### src/rtl/ivr_pkg.sv
package ivr_pkg;

  localparam int ADDR_W    = 40;
  localparam int DATA_W    = 32;
  localparam int VEC_BYTES = 16;
  localparam int RA_W      = 3;

  localparam logic [RA_W-1:0] RA_CTRL = 3'd0;
  localparam logic [RA_W-1:0] RA_BASE = 3'd1;
  localparam logic [RA_W-1:0] RA_WBLO = 3'd2;
  localparam logic [RA_W-1:0] RA_WBHI = 3'd3;
  localparam logic [RA_W-1:0] RA_RPTR = 3'd4;
  localparam logic [RA_W-1:0] RA_WPTR = 3'd5;

  localparam int CB_RING  = 0;
  localparam int CB_INTR  = 1;
  localparam int CB_WB    = 2;
  localparam int CB_REARM = 3;
  localparam int CB_CLR   = 4;
  localparam int CB_SIZE  = 5;
  localparam int SIZE_W   = 5;

  typedef struct packed {
    logic [15:0] pasid;
    logic [7:0]  vmid;
    logic [7:0]  ring;
    logic [27:0] data;
    logic [7:0]  src;
  } ivr_vec_t;

  typedef enum logic [1:0] {ST_IDLE, ST_VEC, ST_WB} ivr_state_e;

  function automatic logic [DATA_W-1:0] ivr_word(ivr_vec_t v, logic [1:0] idx);
    logic [DATA_W-1:0] w;
    case (idx)
      2'd0:    w = {24'h0, v.src};
      2'd1:    w = {4'h0, v.data};
      2'd2:    w = {v.pasid, v.vmid, v.ring};
      default: w = '0;
    endcase
    return w;
  endfunction

endpackage

### src/rtl/ivr_event_fifo.sv
module ivr_event_fifo #(
  parameter int DEPTH = 4,
  parameter int W     = 68
) (
  input  logic         clk,
  input  logic         rst,
  input  logic         push,
  input  logic [W-1:0] din,
  input  logic         pop,
  output logic [W-1:0] dout,
  output logic         full,
  output logic         empty
);
  localparam int AW = (DEPTH > 1) ? $clog2(DEPTH) : 1;
  localparam int CW = $clog2(DEPTH + 1);

  logic [W-1:0]  mem [DEPTH];
  logic [AW-1:0] wr_ptr, rd_ptr;
  logic [CW-1:0] count;
  logic          do_push, do_pop;

  assign full    = (count == CW'(DEPTH));
  assign empty   = (count == '0);
  assign do_push = push && !full;
  assign do_pop  = pop && !empty;
  assign dout    = mem[rd_ptr];

  always_ff @(posedge clk) begin
    if (do_push) mem[wr_ptr] <= din;
  end

  always_ff @(posedge clk) begin
    if (rst) begin
      wr_ptr <= '0;
      rd_ptr <= '0;
      count  <= '0;
    end else begin
      if (do_push) wr_ptr <= (wr_ptr == AW'(DEPTH - 1)) ? '0 : wr_ptr + 1'b1;
      if (do_pop)  rd_ptr <= (rd_ptr == AW'(DEPTH - 1)) ? '0 : rd_ptr + 1'b1;
      case ({do_push, do_pop})
        2'b10:   count <= count + 1'b1;
        2'b01:   count <= count - 1'b1;
        default: count <= count;
      endcase
    end
  end

  // occupancy never exceeds capacity; a full queue refuses a lone push
  a_r6_cap: assert property (@(posedge clk) disable iff (rst) count <= CW'(DEPTH));
  a_r6_full_hold: assert property (@(posedge clk) disable iff (rst)
    full && !pop |=> full);

endmodule

### src/rtl/ivr_regs.sv
module ivr_regs
  import ivr_pkg::*;
#(
  parameter int PTR_W = 18
) (
  input  logic              clk,
  input  logic              rst,
  input  logic              reg_we,
  input  logic              reg_re,
  input  logic [RA_W-1:0]   reg_addr,
  input  logic [31:0]       reg_wdata,
  output logic [31:0]       reg_rdata,
  input  logic [PTR_W-1:0]  wptr_in,
  input  logic              ovf_in,
  output logic              ring_en,
  output logic              intr_en,
  output logic              wb_en,
  output logic              rearm_en,
  output logic [PTR_W-1:0]  ring_mask,
  output logic [ADDR_W-1:0] ring_base,
  output logic [ADDR_W-1:0] wb_addr,
  output logic [PTR_W-1:0]  rptr,
  output logic              rptr_wr,
  output logic              sw_wptr_we,
  output logic [PTR_W-1:0]  sw_wptr_val,
  output logic              ovf_clr
);
  logic              ring_q, intr_q, wb_q, rearm_q;
  logic [SIZE_W-1:0] size_q;
  logic [31:0]       base_q;
  logic [29:0]       wb_lo_q;
  logic [7:0]        wb_hi_q;
  logic [PTR_W-1:0]  rptr_q;
  logic [PTR_W-1:0]  one_sh, mask_c, ptr_val;

  always_comb begin
    one_sh  = {{(PTR_W-1){1'b0}}, 1'b1} << ({1'b0, size_q} + 6'd2);
    mask_c  = one_sh - PTR_W'(1);
    ptr_val = reg_wdata[PTR_W-1:0] & mask_c & ~PTR_W'(15);
  end

  assign ring_en     = ring_q;
  assign intr_en     = intr_q;
  assign wb_en       = wb_q;
  assign rearm_en    = rearm_q;
  assign ring_mask   = mask_c;
  assign ring_base   = {base_q, 8'h00};
  assign wb_addr     = {wb_hi_q, wb_lo_q, 2'b00};
  assign rptr        = rptr_q;
  assign rptr_wr     = reg_we && (reg_addr == RA_RPTR);
  assign sw_wptr_we  = reg_we && (reg_addr == RA_WPTR);
  assign sw_wptr_val = ptr_val;
  assign ovf_clr     = reg_we && (reg_addr == RA_CTRL) && reg_wdata[CB_CLR];

  always_ff @(posedge clk) begin
    if (rst) begin
      ring_q  <= 1'b0;
      intr_q  <= 1'b0;
      wb_q    <= 1'b0;
      rearm_q <= 1'b0;
      size_q  <= '0;
      base_q  <= '0;
      wb_lo_q <= '0;
      wb_hi_q <= '0;
      rptr_q  <= '0;
    end else if (reg_we) begin
      case (reg_addr)
        RA_CTRL: begin
          ring_q  <= reg_wdata[CB_RING];
          intr_q  <= reg_wdata[CB_INTR];
          wb_q    <= reg_wdata[CB_WB];
          rearm_q <= reg_wdata[CB_REARM];
          size_q  <= reg_wdata[CB_SIZE +: SIZE_W];
        end
        RA_BASE: base_q  <= reg_wdata;
        RA_WBLO: wb_lo_q <= reg_wdata[31:2];
        RA_WBHI: wb_hi_q <= reg_wdata[7:0];
        RA_RPTR: rptr_q  <= ptr_val;
        default: ;
      endcase
    end
  end

  always_ff @(posedge clk) begin
    if (rst) begin
      reg_rdata <= '0;
    end else if (reg_re) begin
      case (reg_addr)
        RA_CTRL: reg_rdata <= 32'({size_q, 1'b0, rearm_q, wb_q, intr_q, ring_q});
        RA_BASE: reg_rdata <= base_q;
        RA_WBLO: reg_rdata <= {wb_lo_q, 2'b00};
        RA_WBHI: reg_rdata <= 32'(wb_hi_q);
        RA_RPTR: reg_rdata <= 32'(rptr_q);
        RA_WPTR: reg_rdata <= 32'(wptr_in) | 32'(ovf_in);
        default: reg_rdata <= '0;
      endcase
    end
  end

  // the host read pointer always lands on a record boundary
  a_r7_rptr_aligned: assert property (@(posedge clk) disable iff (rst)
    rptr_q[3:0] == 4'h0);

endmodule

### src/rtl/ivr_ptr_unit.sv
module ivr_ptr_unit
  import ivr_pkg::*;
#(
  parameter int PTR_W = 18
) (
  input  logic             clk,
  input  logic             rst,
  input  logic             commit,
  input  logic             sw_we,
  input  logic [PTR_W-1:0] sw_val,
  input  logic             ovf_clr,
  input  logic [PTR_W-1:0] ring_mask,
  input  logic [PTR_W-1:0] rptr,
  output logic [PTR_W-1:0] wptr,
  output logic             ovf,
  output logic [PTR_W-1:0] wptr_adv,
  output logic             ovf_adv
);
  logic hit;

  always_comb begin
    wptr_adv = (wptr + PTR_W'(VEC_BYTES)) & ring_mask;
    hit      = (wptr_adv == rptr);
    ovf_adv  = (ovf && !ovf_clr) || hit;
  end

  always_ff @(posedge clk) begin
    if (rst) begin
      wptr <= '0;
      ovf  <= 1'b0;
    end else begin
      if (sw_we)       wptr <= sw_val;
      else if (commit) wptr <= wptr_adv;
      ovf <= (ovf && !ovf_clr) || (commit && hit);
    end
  end

  // overflow is sticky until cleared, and a clear without a new hit drops it
  a_r4_sticky: assert property (@(posedge clk) disable iff (rst)
    ovf && !ovf_clr |=> ovf);
  a_r4_clear: assert property (@(posedge clk) disable iff (rst)
    ovf_clr && !commit |=> !ovf);
  // a committed record always moves the pointer when the ring holds two or more
  a_r3_advance: assert property (@(posedge clk) disable iff (rst)
    commit && !sw_we && ring_mask[4] |=> wptr != $past(wptr));
  a_r3_aligned: assert property (@(posedge clk) disable iff (rst)
    wptr[3:0] == 4'h0);

endmodule

### src/rtl/ivr_wr_engine.sv
module ivr_wr_engine
  import ivr_pkg::*;
#(
  parameter int PTR_W = 18
) (
  input  logic              clk,
  input  logic              rst,
  input  logic              ring_en,
  input  logic              wb_en,
  input  logic              fifo_empty,
  input  ivr_vec_t          fifo_dout,
  output logic              fifo_pop,
  input  logic [ADDR_W-1:0] ring_base,
  input  logic [ADDR_W-1:0] wb_addr,
  input  logic [PTR_W-1:0]  wptr,
  input  logic [PTR_W-1:0]  wptr_adv,
  input  logic              ovf_adv,
  output logic              commit,
  output logic              active,
  output logic              mem_req,
  output logic [ADDR_W-1:0] mem_addr,
  output logic [DATA_W-1:0] mem_data,
  input  logic              mem_ack
);
  ivr_state_e state;
  logic [1:0] widx;
  ivr_vec_t   vec_q;
  logic       beat_done;

  assign beat_done = mem_req && mem_ack;
  assign fifo_pop  = (state == ST_IDLE) && !fifo_empty && ring_en;
  assign commit    = (state == ST_VEC) && beat_done && (widx == 2'd3);
  assign active    = (state != ST_IDLE);

  always_ff @(posedge clk) begin
    if (rst) begin
      state    <= ST_IDLE;
      widx     <= '0;
      vec_q    <= '0;
      mem_req  <= 1'b0;
      mem_addr <= '0;
      mem_data <= '0;
    end else begin
      case (state)
        ST_IDLE: begin
          if (fifo_pop) begin
            vec_q    <= fifo_dout;
            widx     <= 2'd0;
            mem_req  <= 1'b1;
            mem_addr <= ring_base + ADDR_W'(wptr);
            mem_data <= ivr_word(fifo_dout, 2'd0);
            state    <= ST_VEC;
          end
        end
        ST_VEC: begin
          if (beat_done) begin
            if (widx == 2'd3) begin
              if (wb_en) begin
                mem_addr <= wb_addr;
                mem_data <= DATA_W'(wptr_adv) | DATA_W'(ovf_adv);
                state    <= ST_WB;
              end else begin
                mem_req <= 1'b0;
                state   <= ST_IDLE;
              end
            end else begin
              widx     <= widx + 2'd1;
              mem_addr <= mem_addr + ADDR_W'(4);
              mem_data <= ivr_word(vec_q, widx + 2'd1);
            end
          end
        end
        ST_WB: begin
          if (beat_done) begin
            mem_req <= 1'b0;
            state   <= ST_IDLE;
          end
        end
        default: begin
          mem_req <= 1'b0;
          state   <= ST_IDLE;
        end
      endcase
    end
  end

  // an unacknowledged request holds still
  a_r11_hold: assert property (@(posedge clk) disable iff (rst)
    mem_req && !mem_ack |=> mem_req && $stable(mem_addr) && $stable(mem_data));
  // a disabled ring starts nothing new
  a_r6_no_start: assert property (@(posedge clk) disable iff (rst)
    (state == ST_IDLE) && !ring_en |=> !mem_req);
  // a request exists only while a record or writeback is in flight
  a_r1_req_in_flight: assert property (@(posedge clk) disable iff (rst)
    mem_req |-> state != ST_IDLE);

endmodule

### src/rtl/ivr_writer.sv
module ivr_writer
  import ivr_pkg::*;
#(
  parameter int PTR_W      = 18,
  parameter int FIFO_DEPTH = 4
) (
  input  logic        clk,
  input  logic        rst,
  input  logic        ev_valid,
  output logic        ev_ready,
  input  logic [7:0]  ev_src,
  input  logic [27:0] ev_data,
  input  logic [7:0]  ev_ring,
  input  logic [7:0]  ev_vmid,
  input  logic [15:0] ev_pasid,
  input  logic        reg_we,
  input  logic        reg_re,
  input  logic [2:0]  reg_addr,
  input  logic [31:0] reg_wdata,
  output logic [31:0] reg_rdata,
  output logic        mem_req,
  output logic [39:0] mem_addr,
  output logic [31:0] mem_data,
  input  logic        mem_ack,
  output logic        irq_out,
  output logic        busy
);
  localparam int VEC_W = $bits(ivr_vec_t);

  ivr_vec_t          ev_vec, fifo_dout;
  logic              fifo_full, fifo_empty, fifo_pop;
  logic              ring_en, intr_en, wb_en, rearm_en;
  logic [PTR_W-1:0]  ring_mask, rptr, wptr, wptr_adv, sw_wptr_val;
  logic [ADDR_W-1:0] ring_base, wb_addr;
  logic              rptr_wr, sw_wptr_we, ovf_clr, ovf, ovf_adv;
  logic              commit, active;
  logic              rptr_wr_q, irq_q;

  assign ev_vec   = '{pasid: ev_pasid, vmid: ev_vmid, ring: ev_ring, data: ev_data, src: ev_src};
  assign ev_ready = !fifo_full;

  ivr_event_fifo #(.DEPTH(FIFO_DEPTH), .W(VEC_W)) u_fifo (
    .clk(clk), .rst(rst), .push(ev_valid), .din(ev_vec), .pop(fifo_pop),
    .dout(fifo_dout), .full(fifo_full), .empty(fifo_empty)
  );

  ivr_regs #(.PTR_W(PTR_W)) u_regs (
    .clk(clk), .rst(rst), .reg_we(reg_we), .reg_re(reg_re), .reg_addr(reg_addr),
    .reg_wdata(reg_wdata), .reg_rdata(reg_rdata), .wptr_in(wptr), .ovf_in(ovf),
    .ring_en(ring_en), .intr_en(intr_en), .wb_en(wb_en), .rearm_en(rearm_en),
    .ring_mask(ring_mask), .ring_base(ring_base), .wb_addr(wb_addr), .rptr(rptr),
    .rptr_wr(rptr_wr), .sw_wptr_we(sw_wptr_we), .sw_wptr_val(sw_wptr_val),
    .ovf_clr(ovf_clr)
  );

  ivr_ptr_unit #(.PTR_W(PTR_W)) u_ptr (
    .clk(clk), .rst(rst), .commit(commit), .sw_we(sw_wptr_we), .sw_val(sw_wptr_val),
    .ovf_clr(ovf_clr), .ring_mask(ring_mask), .rptr(rptr), .wptr(wptr), .ovf(ovf),
    .wptr_adv(wptr_adv), .ovf_adv(ovf_adv)
  );

  ivr_wr_engine #(.PTR_W(PTR_W)) u_eng (
    .clk(clk), .rst(rst), .ring_en(ring_en), .wb_en(wb_en), .fifo_empty(fifo_empty),
    .fifo_dout(fifo_dout), .fifo_pop(fifo_pop), .ring_base(ring_base),
    .wb_addr(wb_addr), .wptr(wptr), .wptr_adv(wptr_adv), .ovf_adv(ovf_adv),
    .commit(commit), .active(active), .mem_req(mem_req), .mem_addr(mem_addr),
    .mem_data(mem_data), .mem_ack(mem_ack)
  );

  always_ff @(posedge clk) begin
    if (rst) begin
      rptr_wr_q <= 1'b0;
      irq_q     <= 1'b0;
    end else begin
      rptr_wr_q <= rptr_wr;
      if (!intr_en)      irq_q <= 1'b0;
      else if (rearm_en) irq_q <= commit || (rptr_wr_q && (rptr != wptr));
      else               irq_q <= (wptr != rptr);
    end
  end

  assign irq_out = irq_q;
  assign busy    = !fifo_empty || active;

  // interrupts stay quiet while disabled
  a_r8_irq_gated: assert property (@(posedge clk) disable iff (rst)
    !intr_en |=> !irq_out);
  // any memory traffic implies busy
  a_r10_busy_req: assert property (@(posedge clk) disable iff (rst)
    mem_req |-> busy);
  // re-arm pulses last one cycle
  a_r9_pulse: assert property (@(posedge clk) disable iff (rst)
    rearm_en && irq_out && !commit && !rptr_wr_q |=> !irq_out);

endmodule

### config.mk
export PLATFORM = sky130hd
export DESIGN_NAME = ivr_writer
export DESIGN_NICKNAME = d
export VERILOG_FILES = /design/src/rtl/ivr_pkg.sv /design/src/rtl/ivr_event_fifo.sv /design/src/rtl/ivr_regs.sv /design/src/rtl/ivr_ptr_unit.sv /design/src/rtl/ivr_wr_engine.sv /design/src/rtl/ivr_writer.sv
export SDC_FILE = /design/constraint.sdc
export NUM_CORES = 1
export LEC_CHECK = 0
export BUFFER_PORTS_ARGS = -buffer_cell sky130_fd_sc_hd__buf_2
export CAP_MARGIN = 20
export CORE_MARGIN = 5
export CORE_UTILIZATION = 54
export CTS_CLUSTER_SIZE = 10
export DETAILED_ROUTE_END_ITERATION = 7
export PLACE_DENSITY_LB_ADDON = 0.25
export SETUP_SLACK_MARGIN = 0.4
export SYNTH_ARGS = -nofsm -noshare
export SYNTH_HDL_FRONTEND = slang
export SYNTH_SLANG_ARGS = --single-unit
### constraint.sdc
create_clock -name clk -period 4 [get_ports clk]
set_clock_uncertainty 0.2 [all_clocks]
set_input_delay 0.2 -clock clk [delete_from_list [all_inputs] [get_ports clk]]
set_output_delay 0.2 -clock clk [all_outputs]
set_load 0.005 [all_outputs]
=== Word level (Yosys, flattened, before mapping) ===
Memories as Yosys holds them, arrays and structs flattened. A register that Yosys moved wholly into a read port is not among the register bits.
Cells that the tools add are included.

* Memory bits (writable): 272
* Register bits after elaboration: 298
* Logic and storage cells: 149
* Memories: 1
* Output and inout bits: 108

* Add/sub/neg operators: 10
* Mux-type cells: 38
* Shift operators: 1
* Bitwise operators: 5
* Equality and inequality tests: 25
* Reductions and logical operators: 41

{| class="wikitable"
|+ Memory list
! memory !! depth !! width !! rd ports !! clocked after Yosys merged registers in !! wr ports !! line !! source
|-
| u_fifo.mem || 4 || 68 || 1 || 1 || 1 || ivr_event_fifo.sv:17 || <nowiki>logic [W-1:0] mem [DEPTH];</nowiki>
|}

{| class="wikitable"
|+ Operator list
! kind !! number
|-
| 32-bit one-hot mux with 6 select lines || 1
|-
| 40-bit two-way mux || 4
|-
| 32-bit two-way mux || 4
|-
| 32-bit one-hot mux with 3 select lines || 1
|-
| 40-bit one-hot mux with 2 select lines || 1
|-
| 32-bit one-hot mux with 2 select lines || 1
|-
| 40-bit by 18-bit adder with 40-bit output || 1
|-
| 40-bit by 3-bit adder with 40-bit output, second input constant || 1
|-
| 18-bit AND || 2
|-
| 18-bit two-way mux || 2
|-
| 18-bit inequality test || 2
|-
| 18-bit by 1-bit bitwise OR with 18-bit output || 2
|-
| 2-bit two-way mux || 12
|-
| 18-bit by 5-bit adder with 18-bit output, second input constant || 1
|-
| 18-bit equality test || 1
|-
| 1-bit by 6-bit left shift with 18-bit output, first input constant || 1
|-
| 18-bit by 1-bit subtractor with 18-bit output, second input constant || 1
|-
| 1-bit logical AND || 14
|-
| 2-bit equality test, second input constant || 6
|-
| 2-bit AND reduction || 6
|-
| 4-bit AND reduction || 3
|-
| 3-bit equality test, second input constant || 3
|-
| 1-bit two-way mux || 8
|-
| 2-bit inequality test, second input constant || 4
|-
| other kinds (21) || 38
|}

=== Longest topological paths before layout ===
* Word-level depth: 11
* Gate-level depth with buffers: 17
* Depth with buffers taken out: 15

=== By module ===
Synthesis repeated with hierarchy kept, for this count alone.

* Cells, all modules: 2558
* Area, all modules: 26583.0 um^2

{| class="wikitable"
|+ Modules (own cells, without submodules)
! module !! sequential area each (um^2) !! instances !! cells an instance !! area each (um^2)
|-
| ivr_event_fifo || 8348.0 || 1 || 410 || 10299.9
|-
| ivr_wr_engine || 2742.6 || 1 || 1154 || 8476.9
|-
| ivr_regs || 2502.4 || 1 || 774 || 6054.6
|-
| ivr_ptr_unit || 380.4 || 1 || 186 || 1477.7
|-
| ivr_writer || 40.0 || 1 || 34 || 274.0
|}

=== Worst setup path before layout ===
Ideal clock, no wire load.

* Kind: register to register
* Start point: register u_regs.size_q[1]
* End point: register u_ptr.ovf
* Library setup time: 84 ps
* Data arrival time: 3635 ps
* Path slack: 80 ps
* Period minus slack after synthesis: 3920 ps
* Required time: 3716 ps
* Stages on the path, launching flop included: 16
* Cell sequence: dfxtp_1 -> ha_1 -> nor2_1 -> a21oi_4 -> or2_2 -> clkbuf_1 -> or4_1 -> ha_1 -> and2b_2 -> a2111oi_4 -> o311ai_1 -> a2111oi_2 -> nand4_1 -> a2111oi_2 -> nand3_2 -> o31ai_2

* Cells in the longest elaborated chain, start to end: 7

{| class="wikitable"
|+ RTL lines
! element !! line !! source
|-
| start, declared || ivr_regs.sv:29 || <nowiki>logic [SIZE_W-1:0] size_q;</nowiki>
|-
| start signal, assigned || ivr_regs.sv:73 || <nowiki>size_q <= reg_wdata[CB_SIZE +: SIZE_W];</nowiki>
|-
| 5-bit by 2-bit adder with 6-bit output || ivr_regs.sv:37 || <nowiki>one_sh = {{(PTR_W-1){1'b0}}, 1'b1} << ({1'b0, size_q} + 6'd2);</nowiki>
|-
| 1-bit by 6-bit left shift with 18-bit output || ivr_regs.sv:37 ||
|-
| 18-bit by 1-bit subtractor with 18-bit output || ivr_regs.sv:38 || <nowiki>mask_c = one_sh - PTR_W'(1);</nowiki>
|-
| 18-bit AND || ivr_ptr_unit.sv:22 || <nowiki>wptr_adv = (wptr + PTR_W'(VEC_BYTES)) & ring_mask;</nowiki>
|-
| 18-bit equality test || ivr_ptr_unit.sv:23 || <nowiki>hit = (wptr_adv == rptr);</nowiki>
|-
| 1-bit logical AND || ivr_ptr_unit.sv:34 || <nowiki>ovf <= (ovf && !ovf_clr) || (commit && hit);</nowiki>
|-
| 1-bit logical OR || ivr_ptr_unit.sv:34 ||
|-
| end signal, assigned || ivr_ptr_unit.sv:34 ||
|-
| end, declared || ivr_ptr_unit.sv:15 || <nowiki>output logic ovf,</nowiki>
|}

No other way between the ends.
A chain may end at the register's enable or synchronous reset.

=== Worst setup path after layout ===
Same ends and word-level chain as after synthesis.

==> flow_summary.ini <==
[critical_path]
crit_buf_inv = 0
rr_endpoint = u_ptr.ovf
startpoint_type = flip-flop
rrSetupSlack_ps = 220
cpPeakStageDelay_ps = 430
cpMaxStageDelayCell = or4_4
ff2ff_path_depth = 14
crit_arrival_ps = 4100
critPathKind = reg -> reg
required_ps = 4320
crit_path_max_fanout = 4
cp_top_family = simple AND/OR/NAND/NOR gates
crit-reg2reg-launch = u_regs.size_q[1]
endpoint_kind = flip-flop
crit_chain = ha_4, and2_4, a21oi_4, or2_4, or4_4, ha_4, and2b_2, a2111oi_4, o311ai_2, a2111oi_2, nand4_1, a2111oi_4, nand3_2, o31ai_2

[synthesis]
yosys.area.top_type = edfxtp_1
synthDistinctLibCells = 96
synth-edff-count = 272
async_flop_share = 0
synth_nets = 2591
yosys-top-cells-area = edfxtp_1 (32%), dfxtp_1 (23%), nand2_1 (6.1%)
ys_seq_area_frac = 0.547
synthesis.area_um2 = 25600
ys_ff_latch = 564
synth_warnings = 0
synth_ff_type = dfxtp_1
synth_top_area_frac = 0.319
syn_area_per_cell_um2 = 10.4
syn_inst = 2456

[sta]
setup_violations = 0
finalMaxSlewViolations = 0
holdWs_ps = 27.9
rsz0062_at_grt = yes
fin_crit_ps = 3780
setup_tns_ps = 0
worst_pin_slew_ps = 1040
hold_violations = 0
fmax_mhz = 265
slew_headroom = 0.307
post-route-period-util = 0.945

[power_and_ir_drop]
vdd_ir_drop_max_mv = 0.481
p_per_area_nw_per_um2 = 425
p_total_uw = 13000
p_leak_uw = 0.0107

[global_route]
antenna_found_initial = 4
grt_pass1_vias = 20400
grt_overflow_total = 0
grtUsageTotal = 0.309
grt_max_degree = 113
grt_pass1_wl_mm = 126

[clock_tree]
cts_max_level = 3
tritoncts = done
clk_pin_slew_ps = 60
cts_buffers = 68
cts_buffer_depth = 3
cts_sinks = 564
clock_latency_ps = 610
cts_root_buf = clkbuf_16

[routing]
remaining_drc_errors = 0
routed_wl_mm = 83.1
ant_nets = 0
detail_route.iter0.violations = 2534
viasPerCell = 6.28
vias = 21300
wire_per_inst_um = 24.5
drt_first_pass_iters = 6

[min_path]
min_to = u_eng.mem_addr[12]
hp-class = in -> reg
whs_path_depth = 2
min_from = rst

[job]
cap_violations = 0

[placement]
numPlacedInstances = 3161
port_buffers = 216
place_congestion = 0.974
dp_hpwl_mm = 54.4

[die]
start_util = 0.548
die_w_um = 228
rows = 79
core_um2 = 46800
die-area_um2 = 51900
ioPinCount = 217
die_h_um = 228

[finish]
final_common_cell = nand2_1
instances_no_fill = 3397
layout-drive-gt1-share = 0.180
synthToLayoutAreaGrowth_pct = 18.9
most-common-layout-cells = nand2_1 (416), dfxtp_1 (288), edfxtp_1 (272)
utilization = 0.652
fill_cells = 3586
num-nets-final = 2872

[run_status]
outcome = finished, final reports clean
[cell families after synthesis]
group	after synthesis	synth area share
AOI/OAI and AO/OA	613	0.153
xor gates and xnor gates	70	0.0242
adders and majority gates	26	0.0133
buffers and inverters	223	0.0385
DFF	564	0.547
muxes	99	0.0724
and+or+nand+nor	861	0.152
[how the worst max path moves through the flow]
stage | startpoint | to | slack [ps] | cells after the start
3_5_place_dp | u_regs.size_q[1] | u_ptr.ovf | 40 | 14
4_1_cts | u_regs.size_q[1] | u_ptr.ovf | 170 | 14
6_report | u_regs.size_q[1] | u_ptr.ovf | 220 | 14
2_1_floorplan | u_regs.size_q[2] | u_ptr.ovf | 310 | 15
3_3_place_gp | u_regs.size_q[2] | u_ptr.ovf | 140 | 14
5_1_grt | u_regs.size_q[1] | u_eng.mem_data[0] | 60 | 14
[state kept, by name, summed over array words and instances (netlist names), 3 cells and up, named ones only]
signal	cells
u_eng.mem_addr	40
u_eng.mem_data	32
u_eng.vec_q	60
u_fifo.count	3
u_fifo.mem	272
u_ptr.wptr	18
u_regs.base_q	32
u_regs.reg_rdata	32
u_regs.rptr	14
u_regs.size_q	5
u_regs.wb_hi_q	8
u_regs.wb_lo_q	30
[synthesized netlist by cell type, drive strengths merged, types with 27 or more instances]
master	count
xnor2	39
a211oi	27
a21oi	269
xor2	31
edfxtp	272
buf	42
inv	43
o21ai	84
nor3	44
nand2	418
nor2b	30
nor2	195
clkbuf	137
dfxtp	292
nand3	48
mux4	68
a22oi	50
[layer usage]
metal | track usage | vias to the layer above | part of all wire
li1 | - | 9553 | -
met1 | 0.425 | 10400 | 0.41
met2 | 0.495 | 1149 | 0.46
met3 | 0.0680 | 218 | 0.094
met4 | 0.104 | 2 | 0.039
met5 | 0 | - | 0.00016
[through the flow]
stage,setup slack (ps),instance area (um^2)
finish,222,30500
CTS,173,30500
detailed placement,39.7,27200
global route,63.4,30500
global placement,143,27200
floorplan,308,25700
[worst register-to-register path, delay by kind of cell (launching register included)]
| family | cells | cell delay, ps |
|---|---|---|
| AO/OA/AOI/OAI | 6 | 1260 |
| adder cells (fa/ha/maj) | 2 | 460 |
| flip-flops | 1 | 370 |
| AND/OR/NAND/NOR | 6 | 1430 |
[power breakdown]
group / switching [uW] / leakage (uW) / internal (uW)
sequential: 83.3 / 0.00486 / 6220
combinational: 487 / 0.00480 / 317
clock: 2420 / 0.00101 / 3420
[area by class of cell]
class | count | area, um^2 | area share
antenna | 4 | 10.0 | 0.000328
clock buffer | 112 | 1990 | 0.0653
clock inverter | 7 | 105 | 0.00345
inverter | 44 | 165 | 0.00542
multi-input combinational | 1669 | 10700 | 0.352
sequential | 564 | 14000 | 0.460
tap | 607 | 759 | 0.0249
timing repair buffer | 390 | 2700 | 0.0885
[what timing repair did]
item	CTS	global route
endpoints found under the setup margin	2	2
pin swaps	7	2
gates resized for setup	5	1
hold buffers	105	0
buffers inserted	6	2
endpoints found under the hold margin	400	0
(Power assumes the default switching activity.)
